$ cat src/rtl/rt_pkg.sv
package rt_pkg;
  localparam int ADDR_W   = 8;
  localparam int DATA_W   = 32;
  localparam int TICK_HZ  = 1_000_000;

  localparam logic [ADDR_W-1:0] OFF_CTRL   = 8'h00;
  localparam logic [ADDR_W-1:0] OFF_RELOAD = 8'h08;
  localparam logic [ADDR_W-1:0] OFF_COUNT  = 8'h0C;

  localparam int CTRL_START_BIT = 0;
  localparam int CTRL_SRST_BIT  = 31;
endpackage

$ cat src/rtl/rt_rst_sync.sv
module rt_rst_sync (
  input  logic clk,
  input  logic rst_n,
  output logic rst_sync_n
);
  logic [1:0] sync_q;

  always_ff @(posedge clk or negedge rst_n) begin
    if (!rst_n) sync_q <= 2'b00;
    else        sync_q <= {sync_q[0], 1'b1};
  end

  assign rst_sync_n = sync_q[1];
endmodule

$ cat src/rtl/rt_prescaler.sv
module rt_prescaler #(
  parameter int PRESCALE = 4
) (
  input  logic clk,
  input  logic rst_n,
  input  logic run,
  input  logic restart,
  output logic tick
);
  localparam int PW = (PRESCALE > 1) ? $clog2(PRESCALE) : 1;

  generate
    if (PRESCALE <= 1) begin : g_direct
      assign tick = run & ~restart;
    end else begin : g_div
      logic [PW-1:0] phase_q, phase_d;
      logic          last;

      assign last = (phase_q == PW'(PRESCALE - 1));

      always_comb begin
        phase_d = phase_q;
        if (restart)  phase_d = '0;
        else if (run) phase_d = last ? '0 : phase_q + 1'b1;
      end

      always_ff @(posedge clk or negedge rst_n) begin
        if (!rst_n) phase_q <= '0;
        else        phase_q <= phase_d;
      end

      assign tick = run & last & ~restart;
    end
  endgenerate
endmodule

$ cat src/rtl/rt_regfile.sv
module rt_regfile
  import rt_pkg::*;
#(
  parameter int CNT_W = 16
) (
  input  logic              clk,
  input  logic              rst_n,
  input  logic [ADDR_W-1:0] bus_addr,
  input  logic              bus_we,
  input  logic [DATA_W-1:0] bus_wdata,
  input  logic [CNT_W-1:0]  count,
  output logic [DATA_W-1:0] bus_rdata,
  output logic              soft_rst,
  output logic              start,
  output logic              load,
  output logic [CNT_W-1:0]  load_val,
  output logic [CNT_W-1:0]  reload_q
);
  logic              wr_ctrl;
  logic [DATA_W-1:0] ctrl_q, ctrl_d;
  logic [CNT_W-1:0]  reload_d;

  assign wr_ctrl  = bus_we && (bus_addr == OFF_CTRL);
  assign soft_rst = wr_ctrl && bus_wdata[CTRL_SRST_BIT];
  assign start    = wr_ctrl && !bus_wdata[CTRL_SRST_BIT] && bus_wdata[CTRL_START_BIT];
  assign load     = bus_we && (bus_addr == OFF_RELOAD);
  assign load_val = bus_wdata[CNT_W-1:0];

  always_comb begin
    ctrl_d   = ctrl_q;
    reload_d = reload_q;
    if (soft_rst) begin
      ctrl_d   = '0;
      reload_d = '0;
    end else begin
      if (wr_ctrl) ctrl_d   = bus_wdata;
      if (load)    reload_d = load_val;
    end
  end

  always_ff @(posedge clk or negedge rst_n) begin
    if (!rst_n) begin
      ctrl_q   <= '0;
      reload_q <= '0;
    end else begin
      ctrl_q   <= ctrl_d;
      reload_q <= reload_d;
    end
  end

  always_comb begin
    case (bus_addr)
      OFF_CTRL:   bus_rdata = ctrl_q;
      OFF_RELOAD: bus_rdata = DATA_W'(reload_q);
      OFF_COUNT:  bus_rdata = DATA_W'(count);
      default:    bus_rdata = '0;
    endcase
  end
endmodule

$ cat src/rtl/rt_counter.sv
module rt_counter #(
  parameter int CNT_W = 16
) (
  input  logic             clk,
  input  logic             rst_n,
  input  logic             soft_rst,
  input  logic             start,
  input  logic             load,
  input  logic [CNT_W-1:0] load_val,
  input  logic [CNT_W-1:0] reload_q,
  input  logic             tick,
  output logic [CNT_W-1:0] count_q,
  output logic             run_q
);
  logic [CNT_W-1:0] count_d;
  logic             run_d;

  always_comb begin
    run_d   = run_q;
    count_d = count_q;
    if (soft_rst) begin
      run_d   = 1'b0;
      count_d = '0;
    end else begin
      if (start) run_d = 1'b1;
      if (load)
        count_d = load_val;
      else if (tick)
        count_d = (count_q == '0) ? reload_q : count_q - 1'b1;
    end
  end

  always_ff @(posedge clk or negedge rst_n) begin
    if (!rst_n) begin
      run_q   <= 1'b0;
      count_q <= '0;
    end else begin
      run_q   <= run_d;
      count_q <= count_d;
    end
  end
endmodule

$ cat src/rtl/reload_timer.sv
module reload_timer
  import rt_pkg::*;
#(
  parameter int CLK_HZ = 4_000_000,
  parameter int CNT_W  = 16
) (
  input  logic              clk,
  input  logic              rst_n,
  input  logic [ADDR_W-1:0] bus_addr,
  input  logic              bus_we,
  input  logic [DATA_W-1:0] bus_wdata,
  output logic [DATA_W-1:0] bus_rdata
);
  localparam int PRESCALE = (CLK_HZ / TICK_HZ > 0) ? CLK_HZ / TICK_HZ : 1;

  logic             rst_sync_n;
  logic             soft_rst, start, load, tick, run_q, restart;
  logic [CNT_W-1:0] load_val, reload_q, count_q;

  assign restart = soft_rst | start | load;

  rt_rst_sync u_rst (
    .clk        (clk),
    .rst_n      (rst_n),
    .rst_sync_n (rst_sync_n)
  );

  rt_regfile #(.CNT_W(CNT_W)) u_regs (
    .clk       (clk),
    .rst_n     (rst_sync_n),
    .bus_addr  (bus_addr),
    .bus_we    (bus_we),
    .bus_wdata (bus_wdata),
    .count     (count_q),
    .bus_rdata (bus_rdata),
    .soft_rst  (soft_rst),
    .start     (start),
    .load      (load),
    .load_val  (load_val),
    .reload_q  (reload_q)
  );

  rt_prescaler #(.PRESCALE(PRESCALE)) u_pre (
    .clk     (clk),
    .rst_n   (rst_sync_n),
    .run     (run_q),
    .restart (restart),
    .tick    (tick)
  );

  rt_counter #(.CNT_W(CNT_W)) u_cnt (
    .clk      (clk),
    .rst_n    (rst_sync_n),
    .soft_rst (soft_rst),
    .start    (start),
    .load     (load),
    .load_val (load_val),
    .reload_q (reload_q),
    .tick     (tick),
    .count_q  (count_q),
    .run_q    (run_q)
  );
endmodule

$ cat config.mk
export PLATFORM = sky130hd
export DESIGN_NAME = reload_timer
export DESIGN_NICKNAME = d
export VERILOG_FILES = /design/src/rtl/rt_pkg.sv /design/src/rtl/rt_rst_sync.sv /design/src/rtl/rt_prescaler.sv /design/src/rtl/rt_regfile.sv /design/src/rtl/rt_counter.sv /design/src/rtl/reload_timer.sv
export SDC_FILE = /design/constraint.sdc
export NUM_CORES = 1
export LEC_CHECK = 0
export ABC_AREA = 1
export BUFFER_PORTS_ARGS = -buffer_cell sky130_fd_sc_hd__buf_2
export CORE_MARGIN = 8
export CORE_UTILIZATION = 45
export DETAILED_ROUTE_END_ITERATION = 8
export PLACE_DENSITY = 0.66
export SKIP_CTS_REPAIR_TIMING = 1
export SYNTH_ARGS = -nofsm -noshare
export SYNTH_HDL_FRONTEND = slang
export SYNTH_HIERARCHICAL = 1
export SYNTH_SLANG_ARGS = --single-unit
$ cat constraint.sdc
create_clock -name clk -period 4.69 [get_ports clk]
set_input_delay 0.2345 -clock clk [delete_from_list [all_inputs] [get_ports clk]]
set_output_delay 0.2345 -clock clk [all_outputs]
set_load 0.02 [all_outputs]
# ---- Word level (Yosys, flattened, before mapping)
# Index checks and enable logic that the tools add are counted.
dict set report word_totals {
  ff_bits 69
  wordCells 43
  out_inout_bits 32
}
dict set report classes {
  add_sub_neg 2
  muxes 14
  reduce_logical 13
  n_eq_ne 3
  bitwise_logic 5
}
# op n
set op_table {}
lappend op_table {{$mux 16} 6}
lappend op_table {{$pmux 32 s3} 1}
lappend op_table {{$mux 32} 2}
lappend op_table {{$eq 8x4->1 const B} 2}
lappend op_table {{$logic_not 16->1} 1}
lappend op_table {{$sub 16x1->16 const B} 1}
lappend op_table {{$logic_not 8->1} 1}
lappend op_table {{$reduce_bool 2->1} 4}
lappend op_table {{$mux 2} 3}
lappend op_table {{$logic_and 1x1->1} 5}
lappend op_table {{$reduce_bool 3->1} 1}
lappend op_table {{$add 2x1->2 const B} 1}
lappend op_table {{$and 1x1->1} 2}
lappend op_table {{$eq 2x2->1 const B} 1}
lappend op_table {{$mux 1} 2}
lappend op_table {{$or 1x1->1} 2}
lappend op_table {{$logic_not 1->1} 1}
lappend op_table {{$not 1->1} 1}

# ---- Logic depth before layout (Yosys ltp)
# Gate-level depths: netlist of the first run.
dict set report depth {
  word_depth 11
  ltp_mapped 16
  depth_no_buf 13
}

# ---- By module
# The synthesis of the first run kept the hierarchy.
# module instances cells_per_inst seq_area_each_um2 area_per_inst_um2
set modules_own_cells {}
lappend modules_own_cells {rt_regfile 1 382 1201.2 2793.9}
lappend modules_own_cells {rt_counter 1 263 425.4 1631.6}
lappend modules_own_cells {rt_prescaler 1 14 50.0 108.9}
lappend modules_own_cells {rt_rst_sync 1 3 50.0 53.8}
lappend modules_own_cells {reload_timer 1 3 0.0 11.3}

# ---- Least setup slack after synthesis of the first run
# Ideal clock, no wire load.
dict set report synth_path {
  path_type {input to register}
  startpoint {input port bus_we}
  endpoint {register u_cnt.count_q[10]}
  t_arrival_ps 2006
  required_ps 4574
  cell_stages 13
  setup_ps 116
  n_path_buf 4
  slack_ps 2567
  path_cell_list {buf_2 buf_2 nor3b_1 inv_1 nand2_1 nor2_1 nor3_4 or2_1 buf_4 buf_4 nor2_1 nand2_1 nand2_1}
}
dict set report synth_between {
  elab_cells_between_ends 12
  classes_between {2 x mux; 4 x bitwise; 6 x reduce/logical}
}
# item line
set synth_rtl {}
lappend synth_rtl {{from (decl)} reload_timer.sv:10} ;# input logic bus_we,
lappend synth_rtl {{$logic_and 1x1->1} rt_regfile.sv:26} ;# assign load = bus_we && (bus_addr == OFF_RELOAD);
lappend synth_rtl {{via load} reload_timer.sv:17} ;# logic soft_rst, start, load, tick, run_q, restart;
lappend synth_rtl {{$or 1x1->1} reload_timer.sv:20} ;# assign restart = soft_rst | start | load;
lappend synth_rtl {{via restart} reload_timer.sv:17}
lappend synth_rtl {{$not 1->1} rt_prescaler.sv:32} ;# assign tick = run & last & ~restart;
lappend synth_rtl {{$and 1x1->1} rt_prescaler.sv:32}
lappend synth_rtl {{via tick} reload_timer.sv:17}
lappend synth_rtl {{$reduce_bool 3->1 (no line)} -}
lappend synth_rtl {{to (signal assigned)} rt_counter.sv:39} ;# count_q <= count_d;
lappend synth_rtl {{to (decl)} rt_counter.sv:12} ;# output logic [CNT_W-1:0] count_q,
# The timed path passes the listed nets, and every way through them passes these cells.
# A chain may end at the register's enable or synchronous reset.

# ---- Final worst setup path of the first run
dict set report layout_path {
  startpoint {input port bus_addr[7]}
  endpoint {register u_cnt.count_q[10]}
}
dict set report layout_between {
  elab_chain_len 9
  elab_cells_between_ends 14
  classes_between {1 x eq/ne; 2 x mux; 4 x bitwise; 7 x reduce/logical}
}
# item line
set layout_lines {}
lappend layout_lines {{from (decl)} reload_timer.sv:9} ;# input logic [ADDR_W-1:0] bus_addr,
lappend layout_lines {{$logic_not 8->1} rt_regfile.sv:23} ;# assign wr_ctrl = bus_we && (bus_addr == OFF_CTRL);
lappend layout_lines {{$logic_and 1x1->1} rt_regfile.sv:23}
lappend layout_lines {{$logic_and 1x1->1 (2 in series)} rt_regfile.sv:25} ;# assign start = wr_ctrl && !bus_wdata[CTRL_SRST_BIT] && bus_wdata[CTRL_START_BIT];
lappend layout_lines {{via start} reload_timer.sv:17}
lappend layout_lines {{$or 1x1->1 (2 in series)} reload_timer.sv:20}
lappend layout_lines {{via restart} reload_timer.sv:17}
lappend layout_lines {{$not 1->1} rt_prescaler.sv:32}
lappend layout_lines {{$and 1x1->1} rt_prescaler.sv:32}
lappend layout_lines {{via tick} reload_timer.sv:17}
lappend layout_lines {{$reduce_bool 3->1 (no line)} -}
# The timed path passes the listed nets, and every way through them passes these cells.

==> results_dict.tcl, run 1 <==
set metrics [dict create \
    cp_data_arrival_time_ns 3.01 \
    finalWeightedCongestion 0.855 \
    total_i_o_pin_count 75 \
    height_of_the_die_um 117 \
    setup.worst_path.end_class "flop" \
    clock_tree_from_tritoncts "yes" \
    detailedRoute.firstPassIterationCount 5 \
    postRouteWirelength_um 12100 \
    cts_sinks 69 \
    relSlewSlack_pct 29.6 \
    period_share_pct 59.4 \
    clk_transition_reported_paths_ns 0.08 \
    cts_max_level 3 \
    cp_data_required_time_ns 4.91 \
    ctsLongestPathBuffers 2 \
    totalNegativeSetupSlack_ns 0 \
    fp.dieW_um 117 \
    reg2reg_setup_slack_ns 2.43 \
    maxCapViolations 0 \
    globalRouteTotalUtil_pct 18.6 \
    rsz0062_at_grt "no" \
    synthesis.yosys.warnings 6 \
    final.setup_skew_ns 0.00770 \
    max_slew.worst_pin.slew_ns 1.05 \
    grt_pass1_vias 4128 \
    drt_iter0_drc 321 \
    start_util_pct 45.4 \
    globalRoute.totalOverflow 0 \
    cts_inserted_buffers 9 \
    vias_post_dr 4299 \
    crit_path_start_kind "input pin" \
    leakagePower_nw 2.82 \
    core_area_mm2 0.0101 \
    final-setup-viol-count 0 \
    grt_antenna_before_repair 0 \
    detail_route.vias_per_cell 5.11 \
    slew_violations 0 \
    post_route_cells_drive_above_1_share_pct 18.6 \
    mappedNetlistNets 711 \
    most-common-layout-cells "217 x nand2_1, 85 x nor2_1, 74 x buf_2" \
    area_overhead_vs_synth_pct 10.3 \
    layout.nets 746 \
    insertedDiodeCount 0 \
    number_of_rows_created_at_floorplan 37 \
    postSynthCellCount 665 \
    setup.worst_path.class "in -> reg" \
    drc_errors 0 \
    timing_hold_violations_final 0 \
    cellPowerDensity_mw_per_mm2 298 \
    worst_skew_pair.late_latency_ns 0.33 \
    dp_hpwl_um 8680 \
    hold_path_class "in -> reg" \
    cts.root.buffer_cell "clkbuf_8" \
    grt_start_max_net_pins 52 \
    vdd_ir_drop_max_mv 0.163 \
    final_period_minus_worst_setup_slack_ns 2.79 \
    grt_first_pass_wirelength_um 20300 \
    synth.ff_latch_count 69 \
    port_buffers 74 \
    postSynthAreaPerCell_um2 6.92 \
    synth_seq_area_share_pct 37.5 \
    ant_nets 0 \
    fmaxAchievable_mhz 359 \
    die_area_mm2 0.0137 \
    synthesis.area_mm2 0.00460 \
    finalCoreUtilization_pct 50.0 \
    routed_wire_length_per_instance_um 14.4 \
    result_of_the_run "finished clean" \
    critPathMaxFanout 50 \
    layout_commonest_cell "nand2_1" \
    yosys.cell_types.count 29 \
]
## final timing paths
check | from | cells after the start | to
hold / removal | bus_wdata[19] | 3 | u_regs/ctrl_q[19]
setup reg to reg | u_cnt/count_q[0] | 9 | u_cnt/count_q[15]
max in group asynchronous | u_rst/sync_q[1] | 1 | u_cnt/count_q[15]
hold reg to reg | u_rst/sync_q[1] | 0 | u_regs/reload_q[13]
setup / recovery | bus_addr[7] | 15 | u_cnt/count_q[10]
min in group asynchronous | rst_n | 2 | u_rst/sync_q[1]
## synthesized netlist by cell type (all sizes together)
cell,number,area share (%)
o21bai,4,0.65
nor3b,1,0.16
o21ai,4,0.44
nand4,42,5.7
buf,50,7.6
inv,62,5.1
nor2,101,9.8
conb,1,0.082
dfrtp,69,38
and3,1,0.14
nor3,2,0.71
nand3,77,9.8
xor2,2,0.38
xnor2,1,0.19
ha,3,0.82
a21oi,17,1.8
clkbuf,4,0.33
or2,1,0.14
nand2,223,19
## critical path: stages
cell	delay, ns
buf_2	0.10
nor2_2	0.10
nand2_2	0.14
nor2_8	0.15
buf_4	0.43
nand4_1	0.21
inv_1	0.13
nor2_1	0.05
nand2_1	0.11
nor2_1	0.08
nor3_4	0.48
or2_1	0.54
nor2_1	0.08
nand2_1	0.10
nand2_1	0.06
## kinds of logic after synthesis
kind of cell    after synthesis  share of synthesized area, %
simple gates                448                          45.1
other cells                   1                        0.0815
buf+inv                     116                          13.0
fa+ha+maj                     3                         0.816
flops                        69                          37.5
xor+xnor                      3                         0.571
compound gates               25                          2.94
## layout make-up
class                           count  area [µm²]
Clock buffer                       10         128
Multi-Input combinational cell    480        2280
Tap cell                          136         170
Fill cell                        1003        5070
Sequential cell                    69        1730
Timing Repair Buffer               78         403
Inverter                           62         233
Clock inverter                      6         135
## metrics by stage
step           area [µm²]  power, mW  hold WS, ns  setup slack [ns]  cells
6_report             5070       1.51        0.153              1.90    841
5_1_grt              5070       1.58        0.149              1.54    841
4_1_cts              5060       1.52       -0.349              1.95    840
3_5_place_dp         4800      0.881       0.0204              1.59    824
3_3_place_gp         4800      0.873       0.0188              1.72    824
2_1_floorplan        4600      0.823      -0.0611              2.57    665
## metal layers
layer / up-vias / track usage, % / routed length, µm
met5: - / 0 / 0
met4: 0 / 7.08 / 174
met3: 13 / 2.92 / 771
met2: 169 / 28.9 / 5520
met1: 1952 / 25.5 / 5650
li1: 2165 / - / -
## state kept, by name, summed over array words and instances (netlist names)
name and count:
u_regs/ctrl_q 32, u_regs/reload_q 16, u_rst/sync_q 2, u_pre/g_div.phase_q 2, u_cnt/run_q 1, u_cnt/count_q 16
## report_power, final
group	total, mW	leakage [nW]	internal [mW]	switching (mW)
combinational	0.168	1.83	0.0669	0.101
clock	0.640	0.123	0.407	0.233
sequential	0.704	0.873	0.641	0.0632
total	1.51	2.82	1.11	0.397
Note: power is estimated with default switching activity, not from simulation.
==> inputs of run 2 (changes only) <==
--- a/config.mk
+++ b/config.mk
@@ -5,7 +5,7 @@
 export SDC_FILE = /design/constraint.sdc
 export NUM_CORES = 1
 export LEC_CHECK = 0
-export ABC_AREA = 1
+export ABC_AREA = 0
 export BUFFER_PORTS_ARGS = -buffer_cell sky130_fd_sc_hd__buf_2
 export CORE_MARGIN = 8
 export CORE_UTILIZATION = 45
==> constraint.sdc (replaced) <==
create_clock -name clk -period 2.6 [get_ports clk]
set_input_delay 0.13 -clock clk [delete_from_list [all_inputs] [get_ports clk]]
set_output_delay 0.13 -clock clk [all_outputs]
set_load 0.02 [all_outputs]
==> run 2 against run 1 <==
Hold slack worse by 0.082 ns. Synthesized area fell by 1.7%. Final cell count fell by 20%. Clock-buffer cell count unchanged. Sequential cell count unchanged. Wire length increased by 3.9%. Cell area is 0.42% higher. Critical path depth fell by 8. Global-route usage increased by 0.87 points. Combinational power rose to 3.2 times the previous value. Via count down 9.3%. Register-to-register slack got worse by 2.1 ns. Largest cell class unchanged. Largest power group unchanged. Highest routed layer unchanged.
==> results_dict.tcl, run 2 <==
set metrics [dict create \
    result_of_the_run "finished clean" \
    cts_max_level 3 \
    height_of_the_die_um 116 \
    totalNegativeSetupSlack_ns 0 \
    share_seq_of_total_power_pct 49.0 \
    insertedDiodeCount 0 \
    synth_seq_area_share_pct 38.2 \
    yosys.cell_types.count 63 \
    clock_power_share_pct 30.5 \
    port_buffers 74 \
    crit_path_start_kind "flop" \
    synthTopCellsByCount "69 x dfrtp_1, 40 x a21oi_1, 33 x nor2b_1, 31 x mux2_1, 27 x clkbuf_1" \
    total_i_o_pin_count 75 \
    seq_area_mm2 0.00173 \
    drc_errors 0 \
    cp_data_arrival_time_ns 2.54 \
    postSynthAreaPerCell_um2 9.35 \
    synth-adder-area-share_pct 0.830 \
    dp_hpwl_um 8960 \
    reg_top3 "u_regs/ctrl_q: 32 flops, u_cnt/count_q: 16 flops, u_regs/reload_q: 16 flops" \
    maxCapViolations 0 \
    final.setup_skew_ns 0.0107 \
    final_period_minus_worst_setup_slack_ns 2.28 \
    top_count_cell_post_synth "dfrtp_1" \
    detailedRoute.firstPassIterationCount 5 \
    power.share.combinational_pct 20.5 \
    timing_hold_violations_final 0 \
    critPathMaxFanout 10 \
    grt_antenna_before_repair 0 \
    setup.worst_path.class "reg -> reg" \
    vdd_ir_drop_max_mv 0.296 \
    fmaxAchievable_mhz 440 \
    synth_compound_area_share_pct 16.1 \
    detail_route.vias_per_cell 5.81 \
    ctsLongestPathBuffers 2 \
    fp.dieW_um 116 \
    core_area_mm2 0.00977 \
    layout_commonest_cell "buf_2" \
    start_util_pct 46.3 \
    postRouteWirelength_um 12600 \
    area_overhead_vs_synth_pct 12.6 \
    grt_util_met1_pct 25.3 \
    post_route_cells_drive_above_1_share_pct 26.7 \
    grt_pass1_vias 3993 \
    synth_async_sr_flop_share_pct 100 \
    synth_top_area_share_pct 38.2 \
    synth-xor-area-share_pct 1.16 \
    muxShareOfSynthArea_pct 12.4 \
    ys_top_cells_by_area "dfrtp_1 38%, mux2_1 7.7%, nor2b_1 4.6%" \
    layout.nets 580 \
    synthesis.area_mm2 0.00452 \
    largest_reg_flops 32 \
    period_share_pct 87.5 \
    most-common-layout-cells "74 x buf_2, 68 x dfrtp_1, 40 x a21oi_1" \
    grt.met3_usage_pct 4.86 \
    total_switching_power_mw 0.866 \
    grt_most_used_layer "met2" \
    slew_violations 0 \
    cp_data_required_time_ns 2.86 \
    max_slew.worst_pin.slew_ns 0.860 \
    clk_transition_reported_paths_ns 0.08 \
    routed_wire_length_per_instance_um 18.7 \
    synth_simple_gate_area_share_pct 23.9 \
    cellPowerDensity_mw_per_mm2 522 \
    synth_top_family_by_area "simple AND/OR/NAND/NOR gates" \
    globalRouteTotalUtil_pct 19.5 \
    drt_iter0_drc 272 \
    cts_inserted_buffers 9 \
    worst_skew_pair.late_latency_ns 0.35 \
    synthesis.yosys.warnings 6 \
    leakagePower_nw 2.39 \
    die_area_mm2 0.0135 \
    clock_tree_from_tritoncts "yes" \
    rsz0062_at_grt "no" \
    relSlewSlack_pct 42.6 \
    multi_input_logic_area_mm2 0.00247 \
    largest_register "u_regs/ctrl_q" \
    hold_path_class "in -> reg" \
    number_of_rows_created_at_floorplan 36 \
    mappedNetlistNets 530 \
    global_route.usage.met2_pct 30.9 \
    setup.worst_path.end_class "flop" \
    swShare_pct 32.6 \
    internal_power_mw 1.79 \
    ant_nets 0 \
    cts.root.buffer_cell "clkbuf_8" \
    postSynthCellCount 484 \
    number_of_enable_type_register_cells_in_the_synthesized_netlist 0 \
    synth.ff_latch_count 69 \
    post-layout-total-power_mw 2.66 \
    final-setup-viol-count 0 \
    finalWeightedCongestion 0.899 \
    grt_start_max_net_pins 68 \
    fillers 915 \
    globalRoute.totalOverflow 0 \
    synth_ff_type "dfrtp_1" \
    grt_first_pass_wirelength_um 20700 \
    cts_sinks 69 \
    synth_top_area_cell "dfrtp_1" \
    vias_post_dr 3901 \
]
run 2: changes by cell type in the layout (fill, tap and decap cells not counted), sizes merged, moves of 19 or more:
cell / before / now
or2: 1 / 20
nor2: 101 / 24
mux2: 0 / 33
nand3: 77 / 4
a21oi: 17 / 41
mux2i: 0 / 19
nand4: 42 / 16
inv: 62 / 8
nor2b: 0 / 33
nand2: 223 / 26
and2: 0 / 19
run 2: cells by family (layout without fill, tap and decap cells):
family | count (synthesis) | after routing
and+or+nand+nor | 180 | 180
AOI/OAI and AO/OA | 112 | 112
DFF | 69 | 69
buffers and inverters | 61 | 116
muxes | 52 | 52
xor gates and xnor gates | 6 | 6
adders and majority gates | 3 | 3
other | 1 | 1
run 2: worst max-delay path, stage by stage, from the launching register on:
cell	delay [ns]
dfrtp_1	0.45
inv_1	0.11
ha_1	0.18
or3b_4	0.41
or2_4	0.27
nor3_4	0.37
a222oi_1	0.18
a211oi_2	0.23
run 2: power by group through the flow:
stage | registers (mW) | clock network, mW | logic [mW]
3_5_place_dp | 1.32 | 0 | 0.535
3_3_place_gp | 1.31 | 0 | 0.526
2_1_floorplan | 1.28 | 0 | 0.421
6_report | 1.30 | 0.811 | 0.544
5_1_grt | 1.32 | 0.888 | 0.602
4_1_cts | 1.30 | 0.835 | 0.539
run 2: path summary, 6_finish.rpt:
path,from,to,slack (ns),cells after the start
worst max-delay path,u_cnt/count_q[0],u_cnt/count_q[8],0.32,7
worst min-delay path,bus_wdata[9],u_regs/reload_q[9],0.07,3
worst max register to register,u_cnt/count_q[0],u_cnt/count_q[8],0.32,7
worst min register to register,u_rst/sync_q[0],u_rst/sync_q[1],0.36,0
max in group asynchronous,u_rst/sync_q[1],u_regs/ctrl_q[22],1.57,1
min in group asynchronous,rst_n,u_rst/sync_q[1],0.09,2
run 2: per-stage QoR:
step                util [%]  area (µm²)  instances  setup WS, ns  hold slack (ns)
floorplan                  -        4520        484         0.131           -0.166
global placement        50.2        4900        655         0.333          -0.0853
detailed placement      50.2        4900        655         0.277          -0.0835
CTS                     52.0        5080        671         0.324           -0.470
global route            52.1        5090        672         0.211           0.0582
finish                  52.1        5090        672         0.325           0.0707
run 2: area by class of cell:
class	instances	area share, %
Sequential cell	69	33.9
Clock buffer	10	2.70
Multi-Input combinational cell	354	48.5
Clock inverter	6	0.860
Tap cell	133	3.27
Timing Repair Buffer	95	10.4
Inverter	5	0.368
run 2: routing by layer:
layer  vias up  part of all wire [%]
li1       1825                     -
met5         -                     0
met1      1894                    44
met4         0                   1.6
met2       159                    47
met3        23                   7.1
==> inputs of run 3 (changes only) <==
==> constraint.sdc (replaced) <==
create_clock -name clk -period 2.8 [get_ports clk]
set_input_delay 0.14 -clock clk [delete_from_list [all_inputs] [get_ports clk]]
set_output_delay 0.14 -clock clk [all_outputs]
set_load 0.02 [all_outputs]
==> run 3 against run 2 <==
Core utilization barely moved. Clock power fell by 0.7%. Total power fell by 5.5%. Hold slack improved by 0.0038 ns. Via count rose by 0.62%. Clock-buffer cell count rose by 2. Clock skew fell by 0.0018 ns. Combinational power fell by 9.9%. Setup slack improved by 0.12 ns. Register-to-register slack improved by 0.12 ns. Sequential power fell by 7%. Non-clock buffer count fell by 2. Critical path type unchanged. Largest cell class unchanged. Highest routed layer unchanged.
==> results_dict.tcl, run 3 (synthesis gave the netlist of run 2 again) <==
set metrics [dict create \
    result_of_the_run "finished clean" \
    drc_errors 0 \
    cts_max_level 3 \
    start_util_pct 46.3 \
    final_period_minus_worst_setup_slack_ns 2.35 \
    total_i_o_pin_count 75 \
    totalNegativeSetupSlack_ns 0 \
    dpl_worst_slack_ns 0.418 \
    detailedRoute.firstPassIterationCount 5 \
    grt_first_pass_wirelength_um 20700 \
    reg_top3 "u_regs/ctrl_q: 32 flops, u_cnt/count_q: 16 flops, u_regs/reload_q: 16 flops" \
    period_share_pct 84.0 \
    critPathMaxFanout 10 \
    crit_path_start_kind "flop" \
    grt_antenna_before_repair 0 \
    r2r_cells 7 \
    largest_register "u_regs/ctrl_q" \
    finalWeightedCongestion 0.897 \
    dp_hpwl_um 9180 \
    grt_pass1_vias 3964 \
    critPathMaxStageDelay_ns 0.44 \
    detail_route.vias_per_cell 5.86 \
    routed_wire_length_per_instance_um 19.0 \
    reg2reg_setup_slack_ns 0.45 \
    critical_path.reg2reg.endpoint "u_cnt/count_q[8]" \
    die_area_mm2 0.0135 \
    post_route_cells_drive_above_1_share_pct 26.1 \
    cts_sinks 69 \
    hold_path_class "in -> reg" \
    port_buffers 74 \
    max_slew.worst_pin.slew_ns 0.770 \
    timing.critical_path.to "u_cnt/count_q[8]" \
    rsz0062_at_grt "no" \
    worst_skew_pair.late_latency_ns 0.35 \
    ctsLongestPathBuffers 2 \
    vdd_ir_drop_max_mv 0.299 \
    cp_data_required_time_ns 3.07 \
    grt_start_max_net_pins 47 \
    timing_hold_violations_final 0 \
    timing.critical_path.buf_inv 1 \
    cts_inserted_buffers 9 \
    final.setup_skew_ns 0.00894 \
    clk_transition_reported_paths_ns 0.08 \
    core_area_mm2 0.00977 \
    crit_path_cell_trace "inv_1 -> ha_1 -> or3b_4 -> or2_4 -> nor3_4 -> a222oi_1 -> a211oi_2" \
    critical_path_depth 7 \
    largest_reg_flops 32 \
    globalRouteTotalUtil_pct 19.5 \
    reg2reg_from "u_cnt/count_q[1]" \
    critical_path.slowest_cell "nor3_4" \
    crit_family "simple AND/OR/NAND/NOR gates" \
    cts.root.buffer_cell "clkbuf_8" \
    final_cell_count_no_fill 670 \
    layout.nets 578 \
    clock_tree_from_tritoncts "yes" \
    crit_start "u_cnt/count_q[1]" \
    layout_commonest_cell "buf_2" \
    postLayoutSetupSlackWorst_ns 0.449 \
    slew_violations 0 \
    globalRoute.totalOverflow 0 \
    vias_post_dr 3925 \
    relSlewSlack_pct 48.7 \
    fp.dieW_um 116 \
    fillers 943 \
    insertedDiodeCount 0 \
    placed_cells_incl_taps 653 \
    drt_iter0_drc 235 \
    cp_data_arrival_time_ns 2.62 \
    postRouteWirelength_um 12800 \
    setup.worst_path.class "reg -> reg" \
    setup.worst_path.end_class "flop" \
    hold-path-cell-count 3 \
    maxCapViolations 0 \
    fmaxAchievable_mhz 425 \
    most-common-layout-cells "74 x buf_2, 68 x dfrtp_1, 40 x a21oi_1" \
    ant_nets 0 \
    leakagePower_nw 2.38 \
    cellPowerDensity_mw_per_mm2 493 \
    area_overhead_vs_synth_pct 12.5 \
    height_of_the_die_um 116 \
    final-setup-viol-count 0 \
    finalCoreUtilization_pct 52.1 \
    number_of_rows_created_at_floorplan 36 \
]
==> run 3: routing by layer <==
metal | global-route usage (%) | vias up | wire, µm
met4 | 7.43 | 0 | 241
met5 | 0 | - | 0
met2 | 30.7 | 154 | 6030
li1 | - | 1819 | -
met3 | 5.07 | 22 | 896
met1 | 25.1 | 1930 | 5590
==> run 3: how the worst min path moves through the flow <==
stage                  from            endpoint
6_report       bus_wdata[7]  u_regs/reload_q[7]
5_1_grt        bus_wdata[7]  u_regs/reload_q[7]
4_1_cts               rst_n     u_rst/sync_q[1]
3_5_place_dp          rst_n     u_rst/sync_q[0]
3_3_place_gp          rst_n     u_rst/sync_q[0]
2_1_floorplan         rst_n     u_rst/sync_q[0]
==> run 3: final cells by class <==
class,count,area [µm²],share of cell area [%]
clock inverters,4,47.5,0.934
flip-flops and latches,69,1730,33.9
clock buffers,12,145,2.85
multi-input cells,354,2470,48.5
inverters,5,18.8,0.369
repair buffers,93,515,10.1
well taps,133,166,3.27
==> run 3: metrics by stage <==
step	power, mW	cell area [µm²]	hold WS [ns]
floorplan	1.58	4520	-0.156
global placement	1.71	4890	-0.0750
detailed placement	1.71	4890	-0.0736
CTS	2.53	5080	-0.462
global route	2.65	5090	0.0664
finish	2.51	5090	0.0745
==> run 3: tightest hold or removal path, delay by kind of cell <==
| kind | cells | cell delay [ns] |
|---|---|---|
| simple gates | 1 | 0.06 |
| buf+inv | 1 | 0.12 |
| compound gates | 1 | 0.06 |
==> run 3: report_power, final <==
group	total, mW	switching [mW]	internal, mW
Sequential	1.21	0.135	1.08
Combinational	0.490	0.259	0.232
Clock	0.805	0.372	0.433
Total	2.51	0.765	1.75
